===== src/rtl/fsq_pkg.sv =====
// Shared definitions for the receive frame status queue.
// Assumes the status word layout is fixed by the receiver that feeds it.
package fsq_pkg;
    localparam int STAT_W = 5;

    // Status flags presented with each frame end (MSB first in the entry)
    typedef struct packed {
        logic       eof;
        logic       crc_err;
        logic       overrun;
        logic [1:0] residue;
    } rx_status_t;

    // Saturating increment of an unsigned value limited to max_val
    function automatic logic [31:0] sat_inc(input logic [31:0] v, input logic [31:0] max_val);
        return (v >= max_val) ? max_val : v + 32'd1;
    endfunction
endpackage


===== src/rtl/fsq_byte_counter.sv =====
// Counts payload bytes of the frame in progress, saturating at all-ones.
// Assumes a byte strobe coincident with a frame end belongs to that frame.
// count_incl is the count including the current cycle's byte, for capture.
module fsq_byte_counter #(
    parameter int CNT_W = 14
) (
    input  logic             clk,
    input  logic             rst_n,
    input  logic             clear,
    input  logic             byte_stb,
    input  logic             frame_end,
    output logic [CNT_W-1:0] count,
    output logic [CNT_W-1:0] count_incl
);
    import fsq_pkg::*;

    localparam logic [CNT_W-1:0] CNT_MAX = {CNT_W{1'b1}};

    // Count including this cycle's byte, held at the ceiling
    always_comb begin
        if (byte_stb)
            count_incl = CNT_W'(sat_inc(32'(count), 32'(CNT_MAX)));
        else
            count_incl = count;
    end

    // Register the running count, zeroing at reset, disable and frame end
    always_ff @(posedge clk) begin
        if (!rst_n || clear)
            count <= '0;
        else if (frame_end)
            count <= '0;
        else
            count <= count_incl;
    end

    p_sat_hold_r3: assert property (@(posedge clk) disable iff (!rst_n)
        (count == CNT_MAX && byte_stb && !frame_end && !clear) |=> (count == CNT_MAX));
endmodule


===== src/rtl/fsq_ring.sv =====
// Circular status store with occupancy tracking.
// Assumes push and pop requests are already qualified by the enable.
// A push on a full ring is accepted only when a pop frees a slot that cycle.
module fsq_ring #(
    parameter int W     = 19,
    parameter int DEPTH = 10
) (
    input  logic         clk,
    input  logic         rst_n,
    input  logic         flush,
    input  logic         push_req,
    input  logic         pop_req,
    input  logic [W-1:0] din,
    output logic [W-1:0] head,
    output logic         not_empty,
    output logic         drop
);
    localparam int PTR_W = (DEPTH > 1) ? $clog2(DEPTH) : 1;
    localparam int LVL_W = $clog2(DEPTH + 1);
    localparam logic [PTR_W-1:0] LAST = PTR_W'(DEPTH - 1);
    localparam logic [LVL_W-1:0] FULL = LVL_W'(DEPTH);

    logic [W-1:0]     mem [DEPTH];
    logic [PTR_W-1:0] wr_ptr, rd_ptr;
    logic [LVL_W-1:0] level;
    logic             pop_ok, push_ok;

    // Qualify requests against occupancy
    always_comb begin
        pop_ok  = pop_req && (level != '0);
        push_ok = push_req && ((level != FULL) || pop_ok);
        drop    = push_req && !push_ok;
    end

    // Write accepted entries into storage
    always_ff @(posedge clk) begin
        if (push_ok)
            mem[wr_ptr] <= din;
    end

    // Advance pointers and occupancy
    always_ff @(posedge clk) begin
        if (!rst_n || flush) begin
            wr_ptr <= '0;
            rd_ptr <= '0;
            level  <= '0;
        end else begin
            if (push_ok)
                wr_ptr <= (wr_ptr == LAST) ? '0 : wr_ptr + 1'b1;
            if (pop_ok)
                rd_ptr <= (rd_ptr == LAST) ? '0 : rd_ptr + 1'b1;
            case ({push_ok, pop_ok})
                2'b10:   level <= level + 1'b1;
                2'b01:   level <= level - 1'b1;
                default: level <= level;
            endcase
        end
    end

    assign head      = mem[rd_ptr];
    assign not_empty = (level != '0);

    p_level_bound_r1: assert property (@(posedge clk) disable iff (!rst_n)
        level <= FULL);
    p_drop_keeps_level_r6: assert property (@(posedge clk) disable iff (!rst_n)
        (drop && !flush) |=> (level == $past(level)));
    p_pop_lowers_r5: assert property (@(posedge clk) disable iff (!rst_n)
        (pop_ok && !push_req && !flush) |=> (level == $past(level) - LVL_W'(1)));
    p_flush_empties_r9: assert property (@(posedge clk) disable iff (!rst_n)
        flush |=> (level == '0));
endmodule


===== src/rtl/fsq_direct.sv =====
// Holds the most recent frame-end word while queuing is switched off.
// Assumes 'active' is low whenever the queue path owns the read port.
module fsq_direct #(
    parameter int W = 19
) (
    input  logic         clk,
    input  logic         rst_n,
    input  logic         active,
    input  logic         capture,
    input  logic         release_stb,
    input  logic [W-1:0] din,
    output logic         valid,
    output logic [W-1:0] word
);
    // Capture on frame end, drop on read, idle while queuing
    always_ff @(posedge clk) begin
        if (!rst_n || !active) begin
            valid <= 1'b0;
            word  <= '0;
        end else if (capture) begin
            valid <= 1'b1;
            word  <= din;
        end else if (release_stb) begin
            valid <= 1'b0;
        end
    end

    p_capture_shows_r10: assert property (@(posedge clk) disable iff (!rst_n)
        (active && capture) |=> (valid && active) || !active);
endmodule


===== src/rtl/sdlc_frame_status_queue.sv =====
// Receive frame status queue: counts payload bytes per frame and, at each
// frame end, stores {status flags, byte count} for later reads by software.
// Assumes the receiver raises rx_frame_end once per closing flag, with the
// final status on rx_status in that cycle. Disabling flushes all state except
// the sticky overflow flag and routes frame-end status directly to the port.
module sdlc_frame_status_queue #(
    parameter int CNT_W = 14,
    parameter int DEPTH = 10
) (
    input  logic                                clk,
    input  logic                                rst_n,
    input  logic                                fsq_enable,
    input  logic                                rx_byte_stb,
    input  logic                                rx_frame_end,
    input  logic [fsq_pkg::STAT_W-1:0]          rx_status,
    input  logic                                st_pop,
    input  logic                                ovf_clear,
    output logic                                st_valid,
    output logic [fsq_pkg::STAT_W+CNT_W-1:0]    st_entry,
    output logic                                ovf_flag,
    output logic [CNT_W-1:0]                    cur_count
);
    import fsq_pkg::*;

    localparam int ENTRY_W = STAT_W + CNT_W;

    rx_status_t         stat_s;
    logic [CNT_W-1:0]   count_incl;
    logic [ENTRY_W-1:0] new_entry, ring_head, direct_word;
    logic               ring_ne, ring_drop, direct_valid;
    logic               push_req, pop_req;

    // Form the entry and qualify strobes with the enable
    always_comb begin
        stat_s    = rx_status_t'(rx_status);
        new_entry = {stat_s, count_incl};
        push_req  = fsq_enable && rx_frame_end;
        pop_req   = fsq_enable && st_pop;
    end

    fsq_byte_counter #(.CNT_W(CNT_W)) u_cnt (
        .clk        (clk),
        .rst_n      (rst_n),
        .clear      (!fsq_enable),
        .byte_stb   (rx_byte_stb),
        .frame_end  (rx_frame_end),
        .count      (cur_count),
        .count_incl (count_incl)
    );

    fsq_ring #(.W(ENTRY_W), .DEPTH(DEPTH)) u_ring (
        .clk       (clk),
        .rst_n     (rst_n),
        .flush     (!fsq_enable),
        .push_req  (push_req),
        .pop_req   (pop_req),
        .din       (new_entry),
        .head      (ring_head),
        .not_empty (ring_ne),
        .drop      (ring_drop)
    );

    fsq_direct #(.W(ENTRY_W)) u_direct (
        .clk         (clk),
        .rst_n       (rst_n),
        .active      (!fsq_enable),
        .capture     (rx_frame_end),
        .release_stb (st_pop),
        .din         ({stat_s, {CNT_W{1'b0}}}),
        .valid       (direct_valid),
        .word        (direct_word)
    );

    // Sticky overflow: a discard wins over a clear in the same cycle
    always_ff @(posedge clk) begin
        if (!rst_n)
            ovf_flag <= 1'b0;
        else if (ring_drop)
            ovf_flag <= 1'b1;
        else if (ovf_clear)
            ovf_flag <= 1'b0;
    end

    // Select the read port source
    always_comb begin
        if (fsq_enable) begin
            st_valid = ring_ne;
            st_entry = ring_head;
        end else begin
            st_valid = direct_valid;
            st_entry = direct_word;
        end
    end

    p_ovf_sticky_r8: assert property (@(posedge clk) disable iff (!rst_n)
        (ovf_flag && !ovf_clear) |=> ovf_flag);
    p_drop_sets_ovf_r6: assert property (@(posedge clk) disable iff (!rst_n)
        ring_drop |=> ovf_flag);
    p_count_zero_off_r9: assert property (@(posedge clk) disable iff (!rst_n)
        !fsq_enable |=> (cur_count == '0));
endmodule


===== config.mk =====
export PLATFORM = sky130hd
export DESIGN_NAME = sdlc_frame_status_queue
export DESIGN_NICKNAME = d
export VERILOG_FILES = /design/src/rtl/fsq_pkg.sv /design/src/rtl/fsq_byte_counter.sv /design/src/rtl/fsq_ring.sv /design/src/rtl/fsq_direct.sv /design/src/rtl/sdlc_frame_status_queue.sv
export SDC_FILE = /design/constraint.sdc
export NUM_CORES = 1
export LEC_CHECK = 0
export ABC_AREA = 1
export BUFFER_PORTS_ARGS = -buffer_cell sky130_fd_sc_hd__buf_2
export CAP_MARGIN = 20
export CORE_ASPECT_RATIO = 1.1
export CORE_MARGIN = 3
export CORE_UTILIZATION = 55
export CTS_CLUSTER_DIAMETER = 80
export CTS_CLUSTER_SIZE = 20
export DETAILED_ROUTE_END_ITERATION = 10
export PLACE_DENSITY = 0.86
export SKIP_CTS_REPAIR_TIMING = 1
export SYNTH_ARGS = -nofsm -noshare
export SYNTH_HDL_FRONTEND = slang
export SYNTH_HIERARCHICAL = 1
export SYNTH_SLANG_ARGS = --single-unit

===== constraint.sdc =====
create_clock -name clk -period 2.01 [get_ports clk]
set_input_delay 0.1005 -clock clk [delete_from_list [all_inputs] [get_ports clk]]
set_output_delay 0.1005 -clock clk [all_outputs]
set_load 0.02 [all_outputs]

=== Word level (Yosys, flattened, before mapping) ===
Memory sizes are Yosys's and may differ from the RTL's. A register that Yosys moved wholly into a read port is not among the register bits.
Index checks and enable logic that the tools add are counted.

* Div/mod/pow operators: 0
* Magnitude comparators: 1
* Multipliers: 0
* Reduce and logical (&&, ||, !) cells: 16
* Bitwise gates (word level): 0
* Equal/unequal tests: 5
* $add $sub $neg: 5
* Muxes and demuxes: 15
* Shifts and indexed selects: 0

{| class="wikitable"
|+ Operator list
! kind !! number
|-
| $mux W14 || 2
|-
| $mux W19 || 1
|-
| $mux W4 || 4
|-
| $add A14 B1 Y14 const B || 1
|-
| $ge A14 B14 Y1 const B || 1
|-
| $add A4 B1 Y4 const B || 3
|-
| $eq A4 B4 Y1 const B || 2
|-
| $pmux W4 S2 || 1
|-
| $mux W1 || 7
|-
| $reduce_bool A2 Y1 || 3
|-
| $logic_and A1 B1 Y1 || 5
|-
| $ne A4 B4 Y1 const B || 1
|-
| $reduce_bool A4 Y1 || 1
|-
| $sub A4 B1 Y4 const B || 1
|-
| $logic_not A1 Y1 || 3
|-
| $logic_or A1 B1 Y1 || 3
|-
| $eq A2 B1 Y1 const B || 1
|-
| $eq A2 B2 Y1 const B || 1
|-
| $reduce_or A2 Y1 || 1
|}

* Bits in latches: 0
* Logic and storage cells: 50
* Input port bits: 12
* Memories: 1
* Output and inout port bits: 35
* ROM bits: 0
* Register bits after elaboration: 33
* Memory bits (writable): 190

{| class="wikitable"
|+ Memories
! memory !! words !! width !! read ports !! clocked after memory_dff !! wr ports !! line !! source
|-
| u_ring.mem || 10 || 19 || 1 || 1 || 1 || fsq_ring.sv:23 || <nowiki>logic [W-1:0] mem [DEPTH];</nowiki>
|}

=== Logic depth before layout (Yosys ltp) ===
* Depth in word-level cells: 7
* Gate-level depth with buffers: 14
* Mapped depth without buffers: 13

=== Modules after synthesis ===
The synthesis kept the hierarchy.

{| class="wikitable"
|+ Modules (own cells, without submodules)
! module !! cells each !! instances !! area an instance (sq um) !! seq. area each (sq um)
|-
| fsq_ring || 592 || 1 || 8287.9 || 6025.8
|-
| fsq_byte_counter || 131 || 1 || 855.8 || 280.3
|-
| fsq_direct || 88 || 1 || 772.0 || 400.4
|-
| sdlc_frame_status_queue || 76 || 1 || 325.3 || 20.0
|}

=== Least setup slack after synthesis ===
Ideal clock, no wire load.

* Kind: in2reg
* Start point: in fsq_enable
* End point: mem u_ring.mem[3][0] (enable)
* Slack: -0.094 ns
* Stages: 9
* Setup time: 0.395 ns
* Arrival: 1.709 ns
* Data required time: 1.615 ns
* Buffers on the path: 1
* Path through: buf_4 nand2_1 inv_1 inv_1 nand4_1 nand2_2 nor2_2 nand2_2 nor2_1

* Word-level cells in the longest chain between the ends: 6
* Elaborated cells on any way between the ends: 7
* Classes of those cells: mux: 2; reduce/logical: 5

{| class="wikitable"
|+ Ends and longest elaborated chain
! item !! line !! source
|-
| start, declared || sdlc_frame_status_queue.sv:12 || <nowiki>input logic fsq_enable,</nowiki>
|-
| $logic_and A1 B1 Y1 || sdlc_frame_status_queue.sv:38 || <nowiki>pop_req = fsq_enable && st_pop;</nowiki>
|-
| net pop_req || sdlc_frame_status_queue.sv:31 || <nowiki>logic push_req, pop_req;</nowiki>
|-
| $logic_and A1 B1 Y1 || fsq_ring.sv:30 || <nowiki>pop_ok = pop_req && (level != '0);</nowiki>
|-
| $logic_or A1 B1 Y1 || fsq_ring.sv:31 || <nowiki>push_ok = push_req && ((level != FULL) || pop_ok);</nowiki>
|-
| $logic_and A1 B1 Y1 || fsq_ring.sv:31 ||
|-
| $mux W1 || fsq_ring.sv:37 || <nowiki>if (push_ok)</nowiki>
|-
| $mux W1 (not written as such) || fsq_ring.sv:38 || <nowiki>mem[wr_ptr] <= din;</nowiki>
|-
| end, declared || fsq_ring.sv:23 ||
|}

The timed path passes the listed nets, and every way through them passes these cells.

==> run metrics <==
setup repair after global routing missed its margin=yes; antenna violation net count after detailed routing=0; Worst Max-Slew Pin Slew=around 650 ps; peak ir drop on the vdd network=a little under 0.0005 V; post-route DRC violation count=0; number of buffers on the longest clock path=3; Crit path largest cell delay=roughly 370 ps; clock edge transition at the registers on the reported setup and hold paths=approximately 80 ps; FFs w/ async S/R, synth=0; Fin Setup TNS=-3323 ps; multi-input gate area in the final layout=roughly 3100 um2; Final Routed Wirelength=23.81 mm; per-cell via count in the routed design=5.675; worst clock skew=21.78 ps; Sink Count=about 240; placed insts=between 1,000 and 1,500; layout overhead on the synthesized area=17.84%; final critical delay including setup and external delays=about 2400 ps; reported max-cap violation count=0; first-pass GRT wire length=around 33 mm; Floorplan Core Area=around 18,000 um2; initial antenna violation count=0; failing checks=negative setup slack; average cell area after synthesis=11.55 um2; clock tree from TritonCTS=built; CP required=1910 ps; fraction of the core area covered by cells at the end of the flow=0.6706; critical path capture point type=output port; portion of the clock cycle consumed by the worst path in the final layout=1.172; # fillers=between 1,000 and 1,500; power per standard cell area=approximately 750 nW/um2; synthesized flop and latch total=241; arrival time at the worst endpoint=between 2000 and 2500 ps; routed via count=just under 7,000; half-perimeter wire length of the detailed placement result=between 10 and 15 mm; number of synthesized flops with an enable pin=190; Die Height=between 100 and 150 um; PnR worst setup slack=-345.9 ps; routed len/inst=between 15 and 20 um; insertion delay to the later sink of the worst-skew pair=approximately 490 ps; count of different cell masters after synthesis=38; number of hold-slack violations in the final timing report=0; library cell appearing most often on the critical path=nand2_1; largest net degree at the start of global routing=39; setup slack at placement=114.8 ps; share of cells above drive strength 1=0.1970; Diodes inserted=0; drt first pass iters=5; total area of sequential cells=between 6000 and 7000 um2; Max transition margin=0.5647; final setup fails=19; Horiz. Die Dim=around 140 um; slowest CP cell=dfxtp_4; leakage power figure=roughly 4.5 nW; post-synthesis sequential area ratio=0.6568; Total Die Area=just over 20,000 um2; Synth Instances=887; Critical Setup Path Class=reg -> out; critical-path cell list=buf_12 -> clkbuf_16 -> o21ai_0 -> o21ai_1 -> o211ai_1 -> o21ai_2 -> nand2_1 -> nand2_1 -> buf_4; all-layer global routing usage=0.2072; CTS HTree Levels=1; final instance count without filler cells=roughly 1,200; cell area after synthesis=slightly above 10,000 um2; row cnt=51; number of port buffers=46; initial detailed-routing violation count=811; kind of start point of the critical path=flop; total clock buffers created by CTS=16; FMAX=0.4245 GHz; worst-path maximum fanout=10; YS warnings=6; Congestion Overflow GR=0; number of slew-limit violations in the final report=0; total I/O pin count=47; Layout Nets=989; effective utilization at floorplan=0.5691; kind of path behind the tightest hold check=in -> reg; post-route total power=a little over 0.009 W; via count of the first global-routing pass=roughly 6,300; primary flip-flop cell chosen by synthesis mapping=edfxtp_1; GP Congestion=between 0.8 and 0.9; clock root cell=clkbuf_16; outcome=complete, but fails checks
[critical path, delay by kind of cell, from the launching register on]
family / cells / cell delay [ps]
and+or+nand+nor: 2 / 140
AOI/OAI and AO/OA: 4 / 760
buffers and inverters: 3 / 480
DFF: 1 / 370
[registers in the layout, indices dropped and copies added, names as in the netlist, named ones only]
register / flops
ovf_flag: 1
u_cnt/count: 14
u_direct/valid: 1
u_direct/word: 19
u_ring/level: 4
u_ring/mem: 190
u_ring/rd_ptr: 4
u_ring/wr_ptr: 4
[power breakdown]
part	internal (W)	total, W	switching (W)
combinational	0.000166	0.000435	0.000269
sequential	0.00536	0.00538	0.0000174
clock	0.00161	0.00324	0.00163
[worst paths after layout]
check	from	end	slack, ps	depth (start not counted)
worst min-delay path	rx_byte_stb	u_cnt/count[2]	90	4
worst max register to register	u_cnt/count[0]	u_ring/mem[2][11]	130	5
worst min register to register	u_ring/wr_ptr[3]	u_ring/wr_ptr[3]	460	1
worst max-delay path	flop	st_entry[6]	-350	9
[placed cells by master (no fill, tap or decap), types with 4 or more instances in the layout]
master and n:
a21oi_1 41, a21oi_2 26, buf_12 18, buf_2 32, buf_4 15, buf_6 14, clkbuf_1 9, clkbuf_16 24
conb_1 14, dfxtp_1 49, dlygate4sd3_1 9, edfxtp_1 190, inv_1 92, inv_2 4, mux2i_1 56, nand2_1 150
nand2_2 19, nand3_1 21, nand3_2 4, nand4_1 4, nor2_1 28, nor2_2 14, o211ai_1 40, o21ai_0 26
o21ai_1 42, o21ai_2 11, xor2_1 7
[cell usage after synthesis, types with 2 or more instances]
master	number	area, um2
nand2_1	151	566.8
buf_6	9	101.4
nand3_1	21	105.1
a21oi_1	56	280.3
buf_2	11	55.05
inv_1	92	345.3
nor2_2	4	25.02
edfxtp_1	190	5705
nand3_2	4	40.04
xor2_1	7	61.31
a21oi_2	11	96.34
xnor2_1	2	17.52
nor2_1	38	142.6
o21ai_0	73	365.4
o21ai_1	5	25.02
nand2_2	18	112.6
nor3_1	2	10.01
ha_1	2	25.02
inv_2	4	15.01
mux2i_1	57	570.6
o211ai_1	40	300.3
nand4_1	4	25.02
a31oi_1	2	12.51
clkbuf_1	16	60.06
dfxtp_1	51	1021
buf_4	5	37.54
[cells by family after synthesis]
family,count (synthesis),share of synthesized area
mux,57,0.05571
xor+xnor,9,0.007697
compound gates,192,0.1097
flops,241,0.6568
other cells,1,0.0003662
simple gates,246,0.1049
fa+ha+maj,2,0.002443
buf+inv,139,0.06231
[layout make-up]
type,instances,share of cell area
timing repair buffer,99,0.09445
inverter,97,0.03017
tap,238,0.02468
sequential,241,0.5578
clock buffer,27,0.03847
multi-input combinational,520,0.2528
clock inverter,1,0.001659
[routing by layer]
layer | track usage | vias to the layer above | routed length, um
li1 | - | 3232 | -
met1 | 0.2791 | 3332 | 9522
met2 | 0.3508 | 317 | 11880
met3 | 0.02463 | 60 | 1722
met4 | 0.07157 | 0 | 682
met5 | 0 | - | 0
[through the flow]
stage                     cell area [um2]  hold slack, ps
after floorplan                     10300           199.4
after detailed placement            10980           351.3
final                               12070           88.96
after CTS                           11460          -163.9
after global placement              10980           343.3
after global routing                12070           128.9
Power figures use the tool's default switching activity.
